**src/rtl/dr_pkg.sv**
```systemverilog
package dr_pkg;

   typedef logic [1:0] dr_t;

   // rail order: bit 0 is the false rail, bit 1 the true rail
   localparam dr_t DR_NULL = 2'b00;
   localparam dr_t DR_ZERO = 2'b01;
   localparam dr_t DR_ONE  = 2'b10;
   localparam dr_t DR_BAD  = 2'b11;

   function automatic logic dr_is_valid(input dr_t x);
      return (x == DR_ZERO) || (x == DR_ONE);
   endfunction

endpackage

```
**src/rtl/dr_celem.sv**
```systemverilog
module dr_celem #(
   parameter int N = 2
) (
   input  logic         clk,
   input  logic         rst_n,
   input  logic [N-1:0] hi_i,
   input  logic [N-1:0] lo_i,
   output logic         q_o
);

   if (N < 1) begin : g_bad_n
      $error("dr_celem: N must be at least 1");
   end

   logic all_hi;
   logic all_lo;

   assign all_hi = &hi_i;
   assign all_lo = &lo_i;

   always_ff @(posedge clk or negedge rst_n) begin
      if (!rst_n) begin
         q_o <= 1'b0;
      end else if (all_hi) begin
         q_o <= 1'b1;
      end else if (all_lo) begin
         q_o <= 1'b0;
      end
   end

   AST_CELEM_HOLDS: assert property (@(posedge clk) disable iff (!rst_n)
      (!(&hi_i) && !(&lo_i)) |=> (q_o == $past(q_o)));

endmodule

```
**src/rtl/dr_detect.sv**
```systemverilog
module dr_detect #(
   parameter int LANES = 4,
   localparam int W = 2 * LANES
) (
   input  logic [W-1:0] bus_i,
   output logic         all_valid_o,
   output logic         all_null_o
);

   logic [LANES-1:0] lane_valid;
   logic [LANES-1:0] lane_null;

   for (genvar i = 0; i < LANES; i++) begin : g_lane
      assign lane_valid[i] = bus_i[2*i] ^ bus_i[2*i+1];
      assign lane_null[i]  = ~(bus_i[2*i] | bus_i[2*i+1]);
   end

   assign all_valid_o = &lane_valid;
   assign all_null_o  = &lane_null;

endmodule

```
**src/rtl/dr_eo_and.sv**
```systemverilog
module dr_eo_and
   import dr_pkg::*;
#(
   parameter bit EARLY_OUTPUT = 1'b1
) (
   input  logic clk,
   input  logic rst_n,
   input  dr_t  a_i,
   input  dr_t  b_i,
   input  logic out_ack_i,
   output dr_t  q_o
);

   logic decide_zero;
   logic decide_one;
   logic inputs_null;

   assign decide_one  = (a_i == DR_ONE) && (b_i == DR_ONE);
   assign inputs_null = (a_i == DR_NULL) && (b_i == DR_NULL);

   if (EARLY_OUTPUT) begin : g_early
      // one zero operand settles the lane by itself
      assign decide_zero = (a_i == DR_ZERO) || (b_i == DR_ZERO);
   end else begin : g_full
      // wait for both operands before deciding
      assign decide_zero = dr_is_valid(a_i) && dr_is_valid(b_i) && !decide_one;
   end

   always_ff @(posedge clk or negedge rst_n) begin
      if (!rst_n) begin
         q_o <= DR_NULL;
      end else if (q_o == DR_NULL) begin
         if (!out_ack_i) begin
            if (decide_zero) begin
               q_o <= DR_ZERO;
            end else if (decide_one) begin
               q_o <= DR_ONE;
            end
         end
      end else if (out_ack_i && inputs_null) begin
         q_o <= DR_NULL;
      end
   end

   AST_NO_ILLEGAL_CODE: assert property (@(posedge clk) disable iff (!rst_n)
      q_o != DR_BAD);

   AST_EARLY_ZERO: assert property (@(posedge clk) disable iff (!rst_n)
      (EARLY_OUTPUT && q_o == DR_NULL && !out_ack_i &&
       (a_i == DR_ZERO || b_i == DR_ZERO)) |=> (q_o == DR_ZERO));

   AST_ONE_NEEDS_BOTH: assert property (@(posedge clk) disable iff (!rst_n)
      $rose(q_o == DR_ONE) |-> $past(a_i == DR_ONE && b_i == DR_ONE));

   AST_VALID_HELD: assert property (@(posedge clk) disable iff (!rst_n)
      (q_o != DR_NULL && !(out_ack_i && a_i == DR_NULL && b_i == DR_NULL))
      |=> (q_o == $past(q_o)));

   AST_NO_DATA_UNDER_ACK: assert property (@(posedge clk) disable iff (!rst_n)
      (q_o == DR_NULL && out_ack_i) |=> (q_o == DR_NULL));

endmodule

```
**src/rtl/dr_eo_stage.sv**
```systemverilog
module dr_eo_stage
   import dr_pkg::*;
#(
   parameter int LANES        = 4,
   parameter bit EARLY_OUTPUT = 1'b1,
   localparam int W = 2 * LANES
) (
   input  logic         clk,
   input  logic         rst_n,
   input  logic [W-1:0] a_dr,
   input  logic [W-1:0] b_dr,
   output logic         in_ack,
   output logic [W-1:0] out_dr,
   input  logic         out_ack,
   output logic         out_done
);

   if (LANES < 1 || LANES > 64) begin : g_bad_lanes
      $error("dr_eo_stage: LANES must lie in 1..64");
   end

   logic a_all_valid, a_all_null;
   logic b_all_valid, b_all_null;
   logic q_all_valid, q_all_null;

   dr_detect #(.LANES(LANES)) u_det_a (
      .bus_i(a_dr), .all_valid_o(a_all_valid), .all_null_o(a_all_null));
   dr_detect #(.LANES(LANES)) u_det_b (
      .bus_i(b_dr), .all_valid_o(b_all_valid), .all_null_o(b_all_null));
   dr_detect #(.LANES(LANES)) u_det_q (
      .bus_i(out_dr), .all_valid_o(q_all_valid), .all_null_o(q_all_null));

   for (genvar i = 0; i < LANES; i++) begin : g_lane
      dr_eo_and #(.EARLY_OUTPUT(EARLY_OUTPUT)) u_and (
         .clk      (clk),
         .rst_n    (rst_n),
         .a_i      (a_dr[2*i +: 2]),
         .b_i      (b_dr[2*i +: 2]),
         .out_ack_i(out_ack),
         .q_o      (out_dr[2*i +: 2])
      );
   end

   // upstream acknowledge: a rendezvous of downstream ack and both operands
   dr_celem #(.N(3)) u_ack (
      .clk  (clk),
      .rst_n(rst_n),
      .hi_i ({out_ack, a_all_valid, b_all_valid}),
      .lo_i ({~out_ack, a_all_null, b_all_null}),
      .q_o  (in_ack)
   );

   // output completion
   dr_celem #(.N(1)) u_done (
      .clk  (clk),
      .rst_n(rst_n),
      .hi_i (q_all_valid),
      .lo_i (q_all_null),
      .q_o  (out_done)
   );

   AST_ACK_RISE_ORDER: assert property (@(posedge clk) disable iff (!rst_n)
      $rose(in_ack) |-> $past(out_ack && a_all_valid && b_all_valid));

   AST_LATE_INPUT_BLOCKS: assert property (@(posedge clk) disable iff (!rst_n)
      (!in_ack && !(a_all_valid && b_all_valid)) |=> !in_ack);

   AST_ACK_FALL_ORDER: assert property (@(posedge clk) disable iff (!rst_n)
      $fell(in_ack) |-> $past(!out_ack && a_all_null && b_all_null));

   AST_DONE_RISE: assert property (@(posedge clk) disable iff (!rst_n)
      $rose(out_done) |-> $past(q_all_valid));

   AST_DONE_FALL: assert property (@(posedge clk) disable iff (!rst_n)
      $fell(out_done) |-> $past(q_all_null));

endmodule

```
**config.mk**
```make
export PLATFORM = sky130hd
export DESIGN_NAME = dr_eo_stage
export DESIGN_NICKNAME = d
export VERILOG_FILES = /design/src/rtl/dr_pkg.sv /design/src/rtl/dr_celem.sv /design/src/rtl/dr_detect.sv /design/src/rtl/dr_eo_and.sv /design/src/rtl/dr_eo_stage.sv
export SDC_FILE = /design/constraint.sdc
export NUM_CORES = 1
export LEC_CHECK = 0
export ABC_AREA = 1
export BUFFER_PORTS_ARGS = -buffer_cell sky130_fd_sc_hd__buf_2
export CAP_MARGIN = 20
export CELL_PAD_IN_SITES_DETAIL_PLACEMENT = 1
export CELL_PAD_IN_SITES_GLOBAL_PLACEMENT = 1
export CORE_UTILIZATION = 40
export CTS_CLUSTER_SIZE = 16
export DETAILED_ROUTE_END_ITERATION = 7
export GPL_TIMING_DRIVEN = 0
export PLACE_DENSITY_LB_ADDON = 0.1
export SYNTH_ARGS = -nofsm -noshare
export SYNTH_HDL_FRONTEND = slang
export SYNTH_SLANG_ARGS = --single-unit
```
**constraint.sdc**
```tcl
create_clock -name clk -period 1.9 [get_ports clk]
set_input_delay 0.38 -clock clk [delete_from_list [all_inputs] [get_ports clk]]
set_output_delay 0.38 -clock clk [all_outputs]
set_load 0.03 [all_outputs]
```
# [Yosys cells after proc, flatten, opt, wreduce, memory -nomap -nowiden]
# Cells that the tools add are included.
[classes] eq_ne=24 mux=24 bitwise_logic=37 n_reduce_logical=42
[op_table] cell="2-bit two-way mux" n=20
[op_table] cell="2-bit zero test" n=12
[op_table] cell="9-bit AND reduction" n=2
[op_table] cell="2-bit by 1-bit == test with 1-bit output, second input constant" n=8
[op_table] cell="2-bit == test, second input constant" n=8
[op_table] cell="1-bit inverter" n=13
[op_table] cell="1-bit logical AND" n=12
[op_table] cell="3-bit by 1-bit inequality test with 1-bit output, second input constant" n=4
[op_table] cell="1-bit OR" n=12
[op_table] cell="3-bit AND reduction" n=4
[op_table] cell="2-bit nonzero test" n=6
[op_table] cell="1-bit XOR" n=12
[op_table] cell="2-bit inequality test, second input constant" n=4
[op_table] cell="4-bit AND reduction" n=2
[op_table] cell="1-bit logical OR" n=4
[op_table] cell="1-bit two-way mux" n=4
[totals] register_bits=10 input_bits=19

# [Logic depth before layout (Yosys ltp)]
# Gate-level depths: netlist of run 1.
[logic_depth] word_depth=6 mapped_depth=7 depth_no_buf=7

# [Modules after synthesis]
# From an unflattened synthesis of run 1, not the netlist that was laid out.
[hier_totals] hier_cells=173 hier_area_um2=1074.8
[by_module_without_submodules] module="dr_eo_and" instances=4 cells_each=27 area_per_inst_um2=170.2
[by_module_without_submodules] module="dr_detect" instances=3 cells_each=18 area_per_inst_um2=102.6
[by_module_without_submodules] module="dr_celem (u_ack)" instances=1 cells_each=5 area_per_inst_um2=42.5
[by_module_without_submodules] module="dr_celem (u_done)" instances=1 cells_each=5 area_per_inst_um2=40.0
[by_module_without_submodules] module="dr_eo_stage" instances=1 cells_each=1 area_per_inst_um2=3.8

# [Worst setup path after synthesis of run 1]
# OpenSTA, ideal clock, no wires.
[synth_timing] path_kind="register to register" start="register g_lane[1].u_and.q_o[0]" end="register g_lane[1].u_and.q_o[0]" setup_time_ns=0.120 arrival_time_ns=1.119 required_time_ns=1.780 path_slack_ns=0.660 stages_incl_launch_ff=7 path_buffers=0 synth_period_minus_slack_ns=1.240 path_cell_list="dfrtp_1 inv_1 ha_1 inv_1 nand4_1 nand3_1 nand2_1"
[synth_via] elab_chain_len=3 word_cells_on_any_way=6 classes_between="eq/ne: 2; mux: 1; reduce/logical: 3"
[synth_rtl] item="start, declared" line_no="dr_eo_and.sv:11" source="output dr_t q_o"
[synth_rtl] item="start signal, assigned" line_no="dr_eo_and.sv:31" source="q_o <= DR_NULL;"
[synth_rtl] item="start signal, assigned" line_no="dr_eo_and.sv:35" source="q_o <= DR_ZERO;"
[synth_rtl] item="start signal, assigned" line_no="dr_eo_and.sv:37" source="q_o <= DR_ONE;"
[synth_rtl] item="2-bit zero test *" line_no="dr_eo_and.sv:32" source="end else if (q_o == DR_NULL) begin"
[synth_rtl] item="3-bit by 1-bit inequality test with 1-bit output (no line), or another cell as far along"
[synth_rtl] item="3-bit AND reduction (no line)"
# Mark *: on every way between the ends. The rest lies on a longest branch, timed or not.
# A chain may end at the register's enable or synchronous reset.

# [Worst setup path after layout of run 1]
[layout_timing] start="register g_lane[1].u_and.q_o[0]" end="output port out_dr[2]"
[layout_lines] item="end, declared" line_no="dr_eo_stage.sv:13" source="output logic [W-1:0] out_dr,"
# No word-level cell between the ends.

==> metrics.txt, run 1 <==
Final Cycle Share 0.654; top cell type's share of synthesized area 0.335; leakage power 0.764 nW; vias in the first global route just under 1,000; required time of the critical path between 1.5 and 2 ns; CP cell instances buf_2; final hold slack 0.467 ns; core area 2480 sq um; Hold WC Path Type in2reg; cell taking the most area after synthesis ha_1; max incr delay on CP 0.38 ns; Synth area leaders ha_1 33%, dfrtp_1 24%, nand2_1 11%; YS warnings 0; nets 216; clk root buf clkbuf_4; # rows 18; Die ar. roughly 2800 sq um; initial antenna violation count 0; Num CTS Buffers 3; power per cell area 957 nW/um^2; Finished Cell Area 1270 sq um; post-layout min period 1.24 ns; DP Cell Count 193; DRT Wirelength 2280 um; share of layout cells above drive strength 1 0.214; RSZ-0062 raised after global routing no; via count 961; Slew Limit Fails 0; Post-Syn Area 1050 sq um; Crit Path Category reg2out; grt ovf 0; clk_skew roughly 0.0013 ns; average wire per standard cell 11.5 um; Placement Setup Slack 0.673 ns; number of max-cap violations 0; peak fanout along the critical path 3; #FFs+latches synth 10; final hold vios 0; worst-margin pin slew 0.233 ns; Max H-tree Level 1; die width ~53 um; Post-synth EDFFs 0; outcome finished, violations left; CP startpoint kind flop; CTS Sinks 10; Worst VDD drop about 0.48 mV; Detailed Route Iter0 Violations 8; Critical Path AT 0.86 ns; TNS Setup 0 ns; # port buffers 27; Final setup viols 0; Cells after Synth 136; area delta synth->final 20.9%; Synth cell types 10; syn nets around 180; first-pass GRT wire length roughly 3900 um; count leader, synth nand2_1; WP buf/inv 1; GRT Total Usage 0.193; cell family with most CP delay flip-flops; Synth Flop Type dfrtp_1; Non-Filler Instances 198; Detail Route Antenna Nets 0; top cells by count, synth 31 x nand2_1, 29 x inv_1, 28 x ha_1, 12 x nand3_1, 10 x dfrtp_1; Clock Path Buffers 2; failing checks design-rule violations; Max Clock Freq 805 MHz; clk_lat worst skew between 0.2 and 0.3 ns; largest net degree at the start of global routing 11; syn avg cell area 7.70 sq um; Clk pin slew, worst setup/hold paths roughly 0.07 ns; routability-driven placement congestion ratio 0.830; Antenna Cells 0; DP HPWL 2040 um; relative slew slack 0.845; Async SR Flop Fraction 1.00; Initial Utilization 0.423; crit end category output pin; Slowest-stage cell, CP dfrtp_1; sequential fraction of the synthesis area 0.239; I/O pins 29; Die Y 53.2 um; first-pass detailed-route iteration total 8; Post-CTS Setup Repair Bufs 0; min setup slack post-route 0.658 ns; placed instance area 1220 sq um; drt drc 1; Via-to-Cell Ratio ~4.9; CTS tree done
[what timing repair did]
item,CTS,global route
gates resized for setup,0,0
hold buffers,1,0
hold endpoints to repair,10,0
[cells in the final DEF, fill, tap and decap left out]
cell type	netlist	layout
nor2_1	8	8
buf_2	0	27
buf_6	1	1
nand4_1	8	8
inv_1	29	29
nand3_1	12	12
o21ai_0	5	5
clkbuf_8	0	1
nand2_1	31	31
nor2_4	4	4
dfrtp_1	10	10
dlygate4sd3_1	0	1
ha_1	28	28
clkbuf_4	0	3
[routing by layer]
layer / part of all wire / vias to the layer above / track usage
li1: - / 488 / -
met1: 0.40 / 455 / 0.204
met2: 0.57 / 16 / 0.395
met3: 0.019 / 2 / 0.0259
met4: 0.0070 / 0 / 0.0395
met5: 0 / - / 0
[cell type report]
cell class | instances | area, sq um
clock buffer | 4 | 36.3
tap | 30 | 37.5
fill | 342 | 1210
buffer | 1 | 11.3
sequential | 10 | 250
inverter | 29 | 109
timing repair buffer | 28 | 145
multi-input combinational | 96 | 677
[state kept, by name, summed over array words and instances (netlist names)]
name / count
u_done.q_o: 1
g_lane.u_and.q_o: 8
u_ack.q_o: 1
[kinds of logic (layout without fill, tap and decap cells)]
| kind of cell | Yosys count | count (layout) | share of synthesized area |
|---|---|---|---|
| AND/OR/NAND/NOR | 63 | 63 | 0.288 |
| buffers and inverters | 30 | 62 | 0.115 |
| adder cells (fa/ha/maj) | 28 | 28 | 0.335 |
| flip-flops | 10 | 10 | 0.239 |
| AO/OA/AOI/OAI | 5 | 5 | 0.0239 |
[metrics by stage]
stage | power, mW | util
after floorplan | 0.810 | -
after global placement | 0.996 | 0.492
after detailed placement | 1.03 | 0.492
after CTS | 1.24 | 0.511
after global routing | 1.34 | 0.511
final | 1.21 | 0.511
[worst paths after layout]
| kind | from | endpoint | slack (ns) | depth (start not counted) |
|---|---|---|---|---|
| min in group asynchronous | rst_n | g_lane[3].u_and.q_o[1] | 0.50 | 2 |
| min reg2reg | u_ack.q_o | u_ack.q_o | 0.48 | 2 |
| max reg2reg | g_lane[2].u_and.q_o[0] | g_lane[2].u_and.q_o[0] | 0.74 | 6 |
| min | out_ack | g_lane[3].u_and.q_o[1] | 0.47 | 4 |
| max | g_lane[1].u_and.q_o[0] | out_dr[2] | 0.66 | 1 |
| max in group asynchronous | rst_n | g_lane[1].u_and.q_o[0] | 1.21 | 2 |
[power breakdown]
group	total (mW)	switching [mW]	internal (mW)	leakage (nW)
logic	0.667	0.447	0.220	0.617
registers	0.349	0.0567	0.293	0.126
clock network	0.195	0.0785	0.116	0.0210
total	1.21	0.583	0.629	0.764
No activity file was read; power rests on OpenSTA's default activity.
==> run 2, diff against run 1 <==
- CORE_UTILIZATION: 40 -> 37
- clock period: 1.9 -> 1.24 ns (I/O delays scaled with it)
==> metrics.txt, run 2 (synthesized netlist as in run 1, its figures left out) <==
clk_lat worst skew 0.27 ns; Final setup viols 0; Clk pin slew, worst setup/hold paths 0.07 ns; average wire per standard cell 11.9 um; nets between 200 and 250; worst-margin pin slew around 0.24 ns; area delta synth->final 20.9%; post-layout min period roughly 1.1 ns; DP HPWL 2070 um; I/O pins 29; CTS tree done; max FFs per register 8; first-pass detailed-route iteration total 4; grt ovf 0; Max H-tree Level 1; metal2 WL 1230 um; crit end category flop; Final Cycle Share 0.916; clk root buf clkbuf_4; DRT Wirelength 2350 um; power per cell area roughly 1500 nW/um^2; GRT Total Usage 0.179; first-pass GRT wire length approximately 4400 um; share of layout cells above drive strength 1 0.232; routability-driven placement congestion ratio 0.730; final hold vios 0; # rows 18; Worst VDD drop 0.908 mV; Critical Path AT roughly 1.3 ns; Slew Limit Fails 0; placed instance area 1220 sq um; Via-to-Cell Ratio 4.80; TNS Setup 0 ns; Die ar. 3050 sq um; initial antenna violation count 0; Crit Path Category reg2reg; CTS Sinks 10; Max Clock Freq 880 MHz; via count between 900 and 1,000; Biggest register g_lane.u_and.q_o; most frequent cells in the layout 31 x nand2_1, 28 x ha_1, 27 x buf_2, 26 x inv_1, 12 x nand3_1; Post-CTS Setup Repair Bufs 0; CP startpoint kind flop; number of max-cap violations 0; top flop regs g_lane.u_and.q_o: 8 flops, u_ack.q_o: 1 flops, u_done.q_o: 1 flops; outcome finished, final reports clean; peak fanout along the critical path 3; clk_skew 0.00315 ns; drt drc 0; Detailed Route Iter0 Violations 6; vias in the first global route roughly 1,100; largest net degree at the start of global routing 11; Hold WC Path Type in2reg; Num CTS Buffers 3; Antenna Cells 0; Detail Route Antenna Nets 0; # port buffers 27; Clock Path Buffers 2; core area between 2000 and 3000 sq um; leakage power 0.761 nW; Finished Cell Area 1270 sq um; met3 WL around 76 um; wire length on met1 996 um; die width between 50 and 60 um; Initial Utilization 0.408; relative slew slack 0.840; required time of the critical path between 1 and 1.5 ns; RSZ-0062 raised after global routing no; DR top layer met4; Die Y 55.2 um; Fillers 335; commonest non-fill, non-tap cell in the layout nand2_1
-- run 2: worst paths after layout --
| path | from | endpoint | slack, ns | depth (start not counted) |
|---|---|---|---|---|
| max | g_lane[1].u_and.q_o[0] | g_lane[1].u_and.q_o[0] | 0.10 | 6 |
| min | out_ack | g_lane[3].u_and.q_o[1] | 0.33 | 4 |
| max in group asynchronous | rst_n | g_lane[0].u_and.q_o[1] | 0.67 | 2 |
| max reg2reg | g_lane[1].u_and.q_o[0] | g_lane[1].u_and.q_o[0] | 0.10 | 6 |
| min reg2reg | u_ack.q_o | u_ack.q_o | 0.49 | 2 |
| min in group asynchronous | rst_n | g_lane[2].u_and.q_o[0] | 0.37 | 2 |
-- run 2: timing repair --
action	in CTS	in global routing
hold buffers	1	0
endpoints found under the setup margin	0	4
endpoints found under the hold margin	10	0
resized for setup	0	3
-- run 2: layout make-up --
| class | instances | area, sq um | area share |
|---|---|---|---|
| tap | 30 | 37.5 | 0.0296 |
| sequential | 10 | 250 | 0.198 |
| inverter | 29 | 109 | 0.0860 |
| multi-input combinational | 96 | 677 | 0.535 |
| timing repair buffer | 28 | 145 | 0.115 |
| clock buffer | 4 | 36.3 | 0.0287 |
| buffer | 1 | 11.3 | 0.00889 |
-- run 2: critical path, cell delays in order (launching register included) --
cell and delay (ns):
dfrtp_1 0.37, inv_1 0.06, ha_1 0.21, inv_1 0.12
nand4_1 0.12, nand3_1 0.10, nand2_1 0.05
-- run 2: per-layer routing --
metal,vias up,track usage
met4,0,0.0821
met1,432,0.194
met3,5,0.0281
met5,-,0
met2,25,0.336
li1,488,-
-- run 2: stage by stage --
stage	setup slack [ns]	cells	util	total power, mW	hold WS (ns)
final	0.104	198	0.493	1.86	0.331
after global routing	0.00121	198	0.493	2.03	0.343
after CTS	0.0821	198	0.493	1.86	0.336
after detailed placement	0.0960	193	0.475	1.55	0.125
after global placement	0.118	193	0.475	1.53	0.121
after floorplan	0.000230	136	-	1.24	-0.0476
-- run 2: power breakdown --
part / switching (mW) / internal, mW / total, mW
Sequential: 0.0839 / 0.448 / 0.532
Combinational: 0.684 / 0.338 / 1.02
Clock: 0.124 / 0.179 / 0.303
Total: 0.891 / 0.965 / 1.86
==> run 3, diff against run 2 <==
- MAX_ROUTING_LAYER: unset -> met4
==> metrics.txt, run 3 (synthesized netlist as in run 1, its figures left out) <==
CTS tree done; first-pass GRT wire length 4360 um; drt drc 0; via count 950; Final setup viols 0; area delta synth->final 20.9%; Critical Path AT ~1.3 ns; relative slew slack 0.840; RSZ-0062 raised after global routing no; Worst VDD drop just over 0.9 mV; final hold vios 0; top flop regs g_lane.u_and.q_o: 8 flops, u_ack.q_o: 1 flops, u_done.q_o: 1 flops; die width 55.2 um; DP HPWL 2070 um; Slew Limit Fails 0; number of max-cap violations 0; outcome finished, final reports clean; Clock Path Buffers 2; first-pass detailed-route iteration total 4; Crit Path Category reg2reg; most frequent cells in the layout 31 x nand2_1, 28 x ha_1, 27 x buf_2, 26 x inv_1, 12 x nand3_1; max FFs per register 8; Num CTS Buffers 3; Die Y around 55 um; Via-to-Cell Ratio 4.80; min setup slack post-route 0.104 ns; Placement Setup Slack 0.0960 ns; Initial Utilization 0.408; peak fanout along the critical path 3; Max Clock Freq 880 MHz; Biggest register g_lane.u_and.q_o; clk_lat worst skew about 0.27 ns; clk root buf clkbuf_4; TNS Setup 0 ns; GRT Total Usage 0.184; CTS Sinks 10; crit end category flop; initial antenna violation count 0; nets 216; Hold WC Path Type in2reg; Max H-tree Level 1; routability-driven placement congestion ratio 0.739; vias in the first global route 1,057; Core Util, Final 0.493; placed instance area approximately 1200 sq um; largest net degree at the start of global routing 11; clk_skew ~0.0034 ns; # rows 18; required time of the critical path 1.40 ns; Die ar. 3050 sq um; I/O pins 29; core area ~2600 sq um; worst-margin pin slew 0.240 ns; Antenna Cells 0; grt ovf 0; power per cell area 1470 nW/um^2; leakage power between 0.7 and 0.8 nW; share of layout cells above drive strength 1 0.232; final hold slack 0.332 ns; average wire per standard cell 11.9 um; DRT Wirelength 2350 um; Detailed Route Iter0 Violations 7; Detail Route Antenna Nets 0; # port buffers 27; Post-CTS Setup Repair Bufs 0; Clk pin slew, worst setup/hold paths 0.07 ns; Finished Cell Area around 1300 sq um; post-layout min period ~1.1 ns; commonest non-fill, non-tap cell in the layout nand2_1; Final Cycle Share 0.916; CP startpoint kind flop
==> run 3: cell counts in the layout (fill, tap and decap cells not counted) <==
Identical to the previous run, type by type.
==> run 3: layer usage <==
metal	up-vias	global-route usage	wire length [um]
li1	488	-	-
met4	0	0.0821	39
met2	24	0.336	1240
met1	432	0.194	998
met5	-	-	0
met3	6	0.0281	74
==> run 3: cell type report <==
cell class / count / area [sq um]
inverters: 29 / 109
well taps: 30 / 37.5
fillers: 335 / 1300
plain buffers: 1 / 11.3
flip-flops and latches: 10 / 250
multi-input cells: 96 / 677
repair buffers: 28 / 145
clock buffers: 4 / 36.3
==> run 3: report_power, final <==
part / internal [mW] / switching, mW / leakage (nW)
clock: 0.179 / 0.123 / 0.0210
sequential: 0.448 / 0.0839 / 0.126
combinational: 0.338 / 0.684 / 0.614
total: 0.965 / 0.891 / 0.761
==> run 3: what timing repair did <==
action | 4_1_cts | 5_1_grt
hold buffers | 1 | 0
endpoints found under the hold margin | 10 | 0
setup endpoints to repair | 0 | 4
gates resized for setup | 0 | 3
==> run 3: worst paths after layout <==
| check | startpoint | end | slack, ns | depth (start not counted) |
|---|---|---|---|---|
| max | g_lane[1].u_and.q_o[0] | g_lane[1].u_and.q_o[0] | 0.10 | 6 |
| min in group asynchronous | rst_n | g_lane[2].u_and.q_o[0] | 0.37 | 2 |
| min | out_ack | g_lane[3].u_and.q_o[1] | 0.33 | 4 |
| max reg2reg | g_lane[1].u_and.q_o[0] | g_lane[1].u_and.q_o[0] | 0.10 | 6 |
| min reg2reg | u_ack.q_o | u_ack.q_o | 0.49 | 2 |
| max in group asynchronous | rst_n | g_lane[0].u_and.q_o[1] | 0.67 | 2 |
==> run 3: through the flow <==
stage	std cells	total power [mW]
4_1_cts	198	1.86
6_report	198	1.86
3_5_place_dp	193	1.55
2_1_floorplan	136	1.24
3_3_place_gp	193	1.53
5_1_grt	198	2.03
==> run 3: worst max-delay path, stage by stage (launching register included) <==
cell and delay, ns:
dfrtp_1 0.37, inv_1 0.06, ha_1 0.21, inv_1 0.12
nand4_1 0.12, nand3_1 0.10, nand2_1 0.05
